==> src/rtl/aux_sysctl_pkg.sv <==
// Package: shared widths, page codes and the location-select type for the
// auxiliary system control register block.
package aux_sysctl_pkg;

    localparam int ADDR_W   = 28;
    localparam int DATA_W   = 8;
    localparam int PAGE_LSB = 16;
    localparam int PAGE_W   = ADDR_W - PAGE_LSB;

    // Page codes seen in address bits 27:16
    localparam logic [11:0] PG_CFG   = 12'h180;
    localparam logic [11:0] PG_AUX1  = 12'h190;
    localparam logic [11:0] PG_AUX2  = 12'h191;
    localparam logic [11:0] PG_DIAG  = 12'h1A0;
    localparam logic [11:0] PG_MCTRL = 12'h1B0;
    localparam logic [11:0] PG_SYS   = 12'h1F0;
    localparam logic [11:0] PG_PWR   = 12'hA00;

    // Bit positions that the control logic interprets
    localparam int CFG_PF_EN_BIT = 3;
    localparam int AUX2_OFF_BIT  = 0;
    localparam int AUX2_CLR_BIT  = 1;
    localparam int AUX2_PF_BIT   = 2;
    localparam int SYS_RST_BIT   = 0;

    typedef enum logic [2:0] {
        SEL_NONE  = 3'd0,
        SEL_CFG   = 3'd1,
        SEL_AUX1  = 3'd2,
        SEL_AUX2  = 3'd3,
        SEL_DIAG  = 3'd4,
        SEL_MCTRL = 3'd5,
        SEL_SYS   = 3'd6,
        SEL_PWR   = 3'd7
    } loc_sel_e;

endpackage

==> src/rtl/aux_pf_sync.sv <==
// Module: aux_pf_sync
// Brings the asynchronous power-fail input into the clock domain through a
// chain of STAGES flip-flops and flags each change of the synchronised level.
// Assumes STAGES >= 2 and that the input is held for several clocks.
module aux_pf_sync #(
    parameter int STAGES = 2
) (
    input  logic clk,
    input  logic rst_n,
    input  logic async_in,
    output logic level,
    output logic change
);

    logic [STAGES-1:0] chain_q;
    logic              level_d_q;

    // Shift the raw input through the synchroniser chain
    always_ff @(posedge clk) begin
        if (!rst_n) begin
            chain_q <= '0;
        end else begin
            chain_q <= {chain_q[STAGES-2:0], async_in};
        end
    end

    // Remember the previous synchronised level for change detection
    always_ff @(posedge clk) begin
        if (!rst_n) begin
            level_d_q <= 1'b0;
        end else begin
            level_d_q <= chain_q[STAGES-1];
        end
    end

    assign level  = chain_q[STAGES-1];
    assign change = chain_q[STAGES-1] ^ level_d_q;

endmodule

==> src/rtl/aux_addr_dec.sv <==
// Module: aux_addr_dec
// Maps the page field of the bus address onto a location select.
// Assumes the page field is the address above bit PAGE_LSB; all lower bits
// have been stripped by the caller.
module aux_addr_dec
    import aux_sysctl_pkg::*;
#(
    parameter int PW = PAGE_W
) (
    input  logic [PW-1:0] page,
    output loc_sel_e      sel
);

    // Compare the page against each mapped code
    always_comb begin
        if      (page == PW'(PG_CFG))   sel = SEL_CFG;
        else if (page == PW'(PG_AUX1))  sel = SEL_AUX1;
        else if (page == PW'(PG_AUX2))  sel = SEL_AUX2;
        else if (page == PW'(PG_DIAG))  sel = SEL_DIAG;
        else if (page == PW'(PG_MCTRL)) sel = SEL_MCTRL;
        else if (page == PW'(PG_SYS))   sel = SEL_SYS;
        else if (page == PW'(PG_PWR))   sel = SEL_PWR;
        else                            sel = SEL_NONE;
    end

endmodule

==> src/rtl/aux_ctrl_regs.sv <==
// Module: aux_ctrl_regs
// Storage for the control registers, the gated power-fail status bit and the
// request pulse generators. Assumes one write per cycle, already decoded.
module aux_ctrl_regs
    import aux_sysctl_pkg::*;
#(
    parameter int DW = DATA_W
) (
    input  logic          clk,
    input  logic          rst_n,
    input  logic          por_n,
    input  logic          wr,
    input  loc_sel_e      sel,
    input  logic [DW-1:0] wdata,
    input  logic          pf_level,
    input  logic          pf_change,
    output logic [DW-1:0] cfg,
    output logic [DW-1:0] aux1,
    output logic [2:0]    aux2,
    output logic [DW-1:0] diag,
    output logic [DW-1:0] mctrl,
    output logic          shutdown,
    output logic          sysreset
);

    logic [DW-1:0] cfg_r, aux1_r, diag_r, mctrl_r;
    logic [2:0]    aux2_r, aux2_nxt;
    logic          pf_bit_nxt;
    logic          wr_cfg, wr_aux2;

    assign wr_cfg  = wr && (sel == SEL_CFG);
    assign wr_aux2 = wr && (sel == SEL_AUX2);

    // Plain byte registers cleared by warm reset
    always_ff @(posedge clk) begin
        if (!rst_n) begin
            cfg_r   <= '0;
            aux1_r  <= '0;
            mctrl_r <= '0;
        end else if (wr) begin
            if (sel == SEL_CFG)   cfg_r   <= wdata;
            if (sel == SEL_AUX1)  aux1_r  <= wdata;
            if (sel == SEL_MCTRL) mctrl_r <= wdata;
        end
    end

    // Diagnostic byte: only the power-on reset clears it
    always_ff @(posedge clk) begin
        if (!por_n) begin
            diag_r <= '0;
        end else if (wr && (sel == SEL_DIAG)) begin
            diag_r <= wdata;
        end
    end

    // Next value of the status bit: input change first, config write last
    always_comb begin
        pf_bit_nxt = aux2_r[AUX2_PF_BIT];
        if (pf_change) pf_bit_nxt = pf_level & cfg_r[CFG_PF_EN_BIT];
        if (wr_cfg)    pf_bit_nxt = pf_level & wdata[CFG_PF_EN_BIT];
    end

    // Next value of aux-two including the write-one-to-clear behaviour
    always_comb begin
        aux2_nxt = {pf_bit_nxt, aux2_r[1:0]};
        if (wr_aux2) begin
            if (wdata[AUX2_CLR_BIT]) aux2_nxt = {2'b00, wdata[AUX2_OFF_BIT]};
            else                     aux2_nxt = {pf_bit_nxt, wdata[1:0]};
        end
    end

    // Aux-two register
    always_ff @(posedge clk) begin
        if (!rst_n) aux2_r <= '0;
        else        aux2_r <= aux2_nxt;
    end

    // One-clock request pulses following the causing write
    always_ff @(posedge clk) begin
        if (!rst_n) begin
            shutdown <= 1'b0;
            sysreset <= 1'b0;
        end else begin
            shutdown <= wr_aux2 && wdata[AUX2_OFF_BIT];
            sysreset <= wr && (sel == SEL_SYS) && wdata[SYS_RST_BIT];
        end
    end

    assign cfg   = cfg_r;
    assign aux1  = aux1_r;
    assign aux2  = aux2_r;
    assign diag  = diag_r;
    assign mctrl = mctrl_r;

endmodule

==> src/rtl/aux_sysctl_regs.sv <==
// Module: aux_sysctl_regs (top)
// Byte-wide auxiliary system control register block on a single-cycle bus.
// Assumes bus_wr and bus_rd are single-cycle strobes; a read in the same cycle
// as a write to the same location returns the value before the write.
module aux_sysctl_regs
    import aux_sysctl_pkg::*;
#(
    parameter int AW        = ADDR_W,
    parameter int DW        = DATA_W,
    parameter int PLSB      = PAGE_LSB,
    parameter int PF_STAGES = 2
) (
    input  logic          clk,
    input  logic          rst_n,
    input  logic          por_n,
    input  logic [AW-1:0] bus_addr,
    input  logic          bus_wr,
    input  logic          bus_rd,
    input  logic [DW-1:0] bus_wdata,
    output logic [DW-1:0] bus_rdata,
    input  logic          pwr_fail_in,
    output logic          irq_out,
    output logic          shutdown_req,
    output logic          sysreset_req
);

    localparam int PW = AW - PLSB;

    loc_sel_e      sel;
    logic          pf_level, pf_change;
    logic [DW-1:0] cfg_q, aux1_q, diag_q, mctrl_q;
    logic [2:0]    aux2_q;
    logic [DW-1:0] rdata_q;
    logic          unused_addr_low;

    assign unused_addr_low = ^bus_addr[PLSB-1:0];

    aux_addr_dec #(.PW(PW)) i_dec (
        .page (bus_addr[AW-1:PLSB]),
        .sel  (sel)
    );

    aux_pf_sync #(.STAGES(PF_STAGES)) i_pf (
        .clk      (clk),
        .rst_n    (rst_n),
        .async_in (pwr_fail_in),
        .level    (pf_level),
        .change   (pf_change)
    );

    aux_ctrl_regs #(.DW(DW)) i_regs (
        .clk       (clk),
        .rst_n     (rst_n),
        .por_n     (por_n),
        .wr        (bus_wr),
        .sel       (sel),
        .wdata     (bus_wdata),
        .pf_level  (pf_level),
        .pf_change (pf_change),
        .cfg       (cfg_q),
        .aux1      (aux1_q),
        .aux2      (aux2_q),
        .diag      (diag_q),
        .mctrl     (mctrl_q),
        .shutdown  (shutdown_req),
        .sysreset  (sysreset_req)
    );

    // Registered read multiplexer; quiet locations return zero
    always_ff @(posedge clk) begin
        if (!rst_n) begin
            rdata_q <= '0;
        end else if (bus_rd) begin
            case (sel)
                SEL_CFG:   rdata_q <= cfg_q;
                SEL_AUX1:  rdata_q <= aux1_q;
                SEL_AUX2:  rdata_q <= DW'(aux2_q);
                SEL_DIAG:  rdata_q <= diag_q;
                SEL_MCTRL: rdata_q <= mctrl_q;
                default:   rdata_q <= '0;
            endcase
        end
    end

    assign bus_rdata = rdata_q;
    assign irq_out   = aux2_q[AUX2_PF_BIT] & cfg_q[CFG_PF_EN_BIT];

endmodule

==> config.mk <==
export PLATFORM = sky130hd
export DESIGN_NAME = aux_sysctl_regs
export DESIGN_NICKNAME = d
export VERILOG_FILES = /design/src/rtl/aux_sysctl_pkg.sv /design/src/rtl/aux_pf_sync.sv /design/src/rtl/aux_addr_dec.sv /design/src/rtl/aux_ctrl_regs.sv /design/src/rtl/aux_sysctl_regs.sv
export SDC_FILE = /design/constraint.sdc
export NUM_CORES = 1
export LEC_CHECK = 0
export CORE_MARGIN = 2
export CORE_UTILIZATION = 52
export DETAILED_ROUTE_END_ITERATION = 10
export HOLD_SLACK_MARGIN = 0.03
export PLACE_DENSITY_LB_ADDON = 0.25
export SYNTH_ARGS = -nofsm -noshare
export SYNTH_HDL_FRONTEND = slang
export SYNTH_SLANG_ARGS = --single-unit
==> constraint.sdc <==
create_clock -name clk -period 4.8 [get_ports clk]
set_input_delay 0.96 -clock clk [delete_from_list [all_inputs] [get_ports clk]]
set_output_delay 0.96 -clock clk [all_outputs]
set_load 0.1 [all_outputs]
# Yosys cells after proc, flatten, opt, wreduce, memory -nomap -nowiden
# Cells that the tools add are included.
dict set report op_classes {
  n_div 0
  n_reduce_logical 9
  order_cmp 0
  shifts 0
  n_eq_ne 13
  addsub 0
  mux 12
  n_mul 0
  n_bitwise 4
}
# cell count
set ops {}
lappend ops {{$eq 12x9->1 const B} 6}
lappend ops {{$pmux 8 s5} 1}
lappend ops {{$mux 3} 9}
lappend ops {{$eq 12x12->1 const B} 1}
lappend ops {{$eq 3x3->1 const B} 3}
lappend ops {{$eq 3x2->1 const B} 2}
lappend ops {{$logic_and 1x1->1} 6}
lappend ops {{$reduce_and 2->1} 3}
lappend ops {{$and 1x1->1} 3}
lappend ops {{$eq 3x1->1 const B} 1}
lappend ops {{$mux 1} 2}
lappend ops {{$xor 1x1->1} 1}
dict set report word_totals {
  out_inout_bits 11
  n_memories 0
  romBits 0
  input_bits 42
  reg_bits 48
  latchBits 0
  mem_bits_rw 0
}

# Depth between registers and ports, before layout
dict set report logic_depth {
  ltp_word 13
  ltp_mapped 8
}

# Cells and area by module
# Synthesis repeated with hierarchy kept, for this count alone.
dict set report unflattened {
  hier_cells 229
  hier_area_um2 2268.4
}
# mod area_per_inst_um2 n_inst cells_each
set modules_own_cells {}
lappend modules_own_cells {aux_ctrl_regs 1431.4 1 134}
lappend modules_own_cells {aux_sysctl_regs 594.3 1 68}
lappend modules_own_cells {aux_addr_dec 153.9 1 20}
lappend modules_own_cells {aux_pf_sync 88.8 1 7}

# Worst setup path after synthesis
# OpenSTA, ideal clock, no wires.
dict set report synth_timing {
  kind {input -> register}
  startpoint {input port bus_addr[16]}
  endpoint {register i_regs.aux2_r[2], in the netlist i_regs.aux2[2]}
  path_stages 8
  setup_time_ns 0.103
  n_path_buf 3
  slack_ns 2.424
  t_required_ns 4.697
  t_arrival_ns 2.272
  path_cell_list {buf_6 > nor4_2 > and4b_1 > buf_6 > and3_4 > buf_12 > a221oi_2 > a2111oi_2}
}
dict set report synth_between {
  elab_chain_cells 13
}
# element line
set synth_rtl {}
lappend synth_rtl {{start: declaration} aux_sysctl_regs.sv:16} ;# input logic [AW-1:0] bus_addr,
lappend synth_rtl {{$eq 12x12->1} aux_addr_dec.sv:22} ;# else if (page == PW'(PG_PWR)) sel = SEL_PWR;
lappend synth_rtl {{$mux 3} aux_addr_dec.sv:22}
lappend synth_rtl {{$mux 3} aux_addr_dec.sv:21} ;# else if (page == PW'(PG_SYS)) sel = SEL_SYS;
lappend synth_rtl {{$mux 3} aux_addr_dec.sv:20} ;# else if (page == PW'(PG_MCTRL)) sel = SEL_MCTRL;
lappend synth_rtl {{$mux 3} aux_addr_dec.sv:19} ;# else if (page == PW'(PG_DIAG)) sel = SEL_DIAG;
lappend synth_rtl {{$mux 3} aux_addr_dec.sv:18} ;# else if (page == PW'(PG_AUX2)) sel = SEL_AUX2;
lappend synth_rtl {{$mux 3} aux_addr_dec.sv:17} ;# else if (page == PW'(PG_AUX1)) sel = SEL_AUX1;
lappend synth_rtl {{$mux 3 (*)} aux_addr_dec.sv:16} ;# if (page == PW'(PG_CFG)) sel = SEL_CFG;
lappend synth_rtl {{$eq 3x1->1} aux_ctrl_regs.sv:31} ;# assign wr_cfg = wr && (sel == SEL_CFG);
lappend synth_rtl {{$logic_and 1x1->1} aux_ctrl_regs.sv:31}
lappend synth_rtl {{$mux 1} aux_ctrl_regs.sv:60} ;# if (wr_cfg) pf_bit_nxt = pf_level & wdata[CFG_PF_EN_BIT];
lappend synth_rtl {{$mux 3} aux_ctrl_regs.sv:67} ;# if (wdata[AUX2_CLR_BIT]) aux2_nxt = {2'b00, wdata[AUX2_OFF_BIT]};
lappend synth_rtl {{$mux 3 (*)} aux_ctrl_regs.sv:66} ;# if (wr_aux2) begin
lappend synth_rtl {{end signal: assignment} aux_ctrl_regs.sv:75} ;# else aux2_r <= aux2_nxt;
lappend synth_rtl {{end: declaration} aux_ctrl_regs.sv:27} ;# logic [2:0] aux2_r, aux2_nxt;
# Mark *: on every way between the ends. The rest lies on a longest branch, timed or not.
# A chain may end at the register's enable or synchronous reset.

# Final worst setup path
dict set report layout_timing {
  startpoint {input port bus_addr[16]}
  endpoint {register i_regs.aux1_r[6], in the netlist i_regs.aux1[6]}
}
dict set report layout_between {
  elab_chain_cells 10
}
# element line
set layout_rtl {}
lappend layout_rtl {{$eq 12x12->1} aux_addr_dec.sv:22}
lappend layout_rtl {{$mux 3} aux_addr_dec.sv:22}
lappend layout_rtl {{$mux 3} aux_addr_dec.sv:21}
lappend layout_rtl {{$mux 3} aux_addr_dec.sv:20}
lappend layout_rtl {{$mux 3} aux_addr_dec.sv:19}
lappend layout_rtl {{$mux 3} aux_addr_dec.sv:18}
lappend layout_rtl {{$mux 3} aux_addr_dec.sv:17}
lappend layout_rtl {{$mux 3 (*)} aux_addr_dec.sv:16}
lappend layout_rtl {{$eq 3x2->1 (*)} aux_ctrl_regs.sv:42} ;# if (sel == SEL_AUX1) aux1_r <= wdata;
lappend layout_rtl {{$reduce_and 2->1 (no line) (*)} -}
lappend layout_rtl {{end signal: assignment} aux_ctrl_regs.sv:42}
lappend layout_rtl {{end: declaration} aux_ctrl_regs.sv:26} ;# logic [DW-1:0] cfg_r, aux1_r, diag_r, mctrl_r;
# Marked as above.

==> summary.md <==
| Metric | Value |
|---|---|
| Status | completed |
| Sequential fraction of the synthesis area | 0.4479 |
| IO buf count | 36 |
| #FFs+latches synth | 47 |
| Synthesized Nets | 251 |
| Startpoint types | input pin |
| DRC Markers | 0 |
| Post-synthesis cell type count | 37 |
| # clock sinks | 47 |
| Synth area leader | dfxtp_1 |
| Largest net degree at the start of global routing | 31 |
| Die X | approximately 68 um |
| Hold WC Path Type | flip-flop to flip-flop |
| Layout area overhead | 20.79% |
| RSZ-0062 raised after global routing | no |
| Postcts setup bufs | 0 |
| Share of the synthesized area in the top cell type | 0.4479 |
| FMAX | 323.1 MHz |
| Critical path arrival | between 3 and 4 ns |
| CTS clk-pin slew, worst paths | approximately 0.08 ns |
| Required @ worst endpoint | 4.96 ns |
| Final #Nets | 283 |
| Setup_tns | 0 ns |
| Final Hold Fails | 0 |
| Fraction of layout cells with a size suffix above 1 | 0.08678 |
| Async SR Flop Fraction | 0 |
| Grt ovf | 0 |
| Max clock buf depth | 2 |
| Drt total wl | 4.505 mm |
| Slew Limit Fails | 0 |
| Commonest non-fill, non-tap cells in the layout | dfxtp_1 (47), clkdlybuf4s50_1 (36), mux2i_1 (24) |
| CTS buffer count | 5 |
| Initial antenna violation count | 0 |
| Die height | slightly below 70 um |
| Lkg Pwr | about 0.96 nW |
| Slew @ Worst Pin | 0.9785 ns |
| Ys flop type | dfxtp_1 |
| Worst clock skew | 0.007023 ns |
| Initial DRC Count | roughly 90 |
| Clk_lat worst skew | around 0.31 ns |
| Antenna cell count | 0 |
| Synth Instances | 209 |
| RD Place Congestion | 0.8380 |
| Crit-path max FO | 10 |
| Max-cap violation count | 0 |
| Post-route minimum period | ~3.1 ns |
| IO Count | 53 |
| Reg power frac | 0.574 |
| DR WL/cell | between 15 and 20 um |
| Global-route wire length before repair | 7.141 mm |
| Largest cells by area after synthesis | dfxtp_1 (45%), mux2i_1 (11%), mux4_2 (6.4%) |
| Final worst slack | ~1.7 ns |
| CTS resizes | 0 |
| Mapped Area | around 2100 sq um |
| Comb power frac | 0.077 |
| Family with the most delay on the worst path | simple AND/OR/NAND/NOR gates |
| Peak per-stage delay on the critical path | about 0.6 ns |
| Net Sw Frac | 0.2388 |
| GRT Total Usage | 0.2158 |
| HPWL Detailed | ~3.1 mm |
| Nature of the critical path endpoint | flip-flop |
| Vias in the first global route | roughly 1600 |
| Crit-path slowest cell | nand4b_1 |
| WP buf/inv | 1 |
| Core Region | around 3900 sq um |
| Post-synthesis average cell area | between 10 and 15 sq um |
| Pre-CTS setup slack | 1.420 ns |
| Tcrit/Tclk final | 0.6448 |
| Vias per cell | 5.630 |
| Setup CP Type | input pin to flip-flop |
| Die area | 4564 sq um |
| Placement Rows | 23 |
| Initial core utilization | 0.5328 |
| Int Pwr | 518.3 uW |
| Clk pwr share | 0.349 |
| CTS Root Cell | clkbuf_8 |
| Via count | around 1600 |
| Final setup fails | 0 |
| # hold bufs at CTS | 0 |
| Pwr Density | 268.3 nW/um^2 |
| Count of flip-flops with a built-in enable after synthesis | 0 |
| # H-tree levels | 2 |
| Post-DRT Antenna Nets | 0 |
| Peak VDD IR | roughly 0.00020 V |
| Worst path cell trace | clkdlybuf4s50_1 -> nor4_2 -> and4b_1 -> nand4b_1 -> mux2i_1 -> nor2_1 |
| Relative slew slack | 0.3456 |
| Most common cell after layout, fill and taps aside | dfxtp_1 |
| NetSw | 162.6 uW |
| CTS tree | built |
| Drt pass-1 iters | 4 |
| Synthesis Warnings | 0 |
registers in the layout (all words and copies together) (netlist names):
register / cells
bus_rdata: 8
i_pf.chain_q: 2
i_pf.level_d_q: 1
i_regs.aux1: 8
i_regs.aux2: 2
i_regs.cfg: 8
i_regs.diag: 8
i_regs.mctrl: 8
i_regs.shutdown: 1
i_regs.sysreset: 1
layout make-up:
class	instances	area [sq um]
well taps	50	62.56
multi-input cells	149	1074
clock buffers	5	68.82
flip-flops and latches	47	940.9
clock inverters	3	20.02
inverters	1	3.754
repair buffers	37	367.9
fillers	330	1405
layer usage:
layer,GRT usage,up-vias,share of wire
met5,0,-,0
li1,-,813,-
met2,0.3456,45,0.46
met3,0.06000,11,0.060
met4,0.09949,0,0.019
met1,0.2686,775,0.46
cell usage after synthesis, types with 2 or more instances:
cell type / n
a211oi_1: 2
a21oi_1: 11
a221oi_1: 2
a22o_1: 5
a22oi_1: 2
and2_1: 4
and3_1: 2
and3b_1: 2
and4_1: 2
buf_2: 5
buf_6: 2
clkbuf_1: 4
dfxtp_1: 47
mux2_2: 2
mux2i_1: 24
mux4_2: 6
nand2_1: 20
nand2b_1: 4
nand3_1: 4
nand4_1: 5
nand4b_1: 2
nor2_1: 23
nor2b_1: 11
nor3_1: 2
nor4_1: 2
o21ai_0: 3
power by group through the flow:
stage,sequential (mW),clock (mW),combinational [mW]
floorplan,0.400,0,0.0201
global placement,0.400,0,0.0516
detailed placement,0.400,0,0.0519
CTS,0.391,0.245,0.0521
global route,0.391,0.261,0.0558
finish,0.391,0.237,0.0525
path summary, 6_finish.rpt:
kind                    from              end  slack (ns)  depth (start not counted)
min reg2reg  i_pf.chain_q[0]  i_pf.chain_q[1]        0.45                          1
max reg2reg   i_regs.aux2[0]     bus_rdata[0]        3.47                          5
min          i_pf.chain_q[0]  i_pf.chain_q[1]        0.45                          1
max             bus_addr[16]   i_regs.aux1[6]        1.70                          6
stage by stage:
step                cell area (sq um)  power [mW]    util  cells  hold WS [ns]
floorplan                        2101      0.4203       -    209        0.4118
global placement                 2449      0.4518  0.6211    284        0.4160
detailed placement               2449      0.4521  0.6211    284        0.4260
CTS                              2537      0.6883  0.6436    292        0.4464
global route                     2537      0.7082  0.6436    292        0.4766
finish                           2537      0.6809  0.6436    292        0.4517
cell families after synthesis:
family,synth area share
simple gates,0.2156
buf+inv,0.04109
xor+xnor,0.004170
flops,0.4479
mux,0.1894
compound gates,0.1018
(Power assumes the default switching activity.)
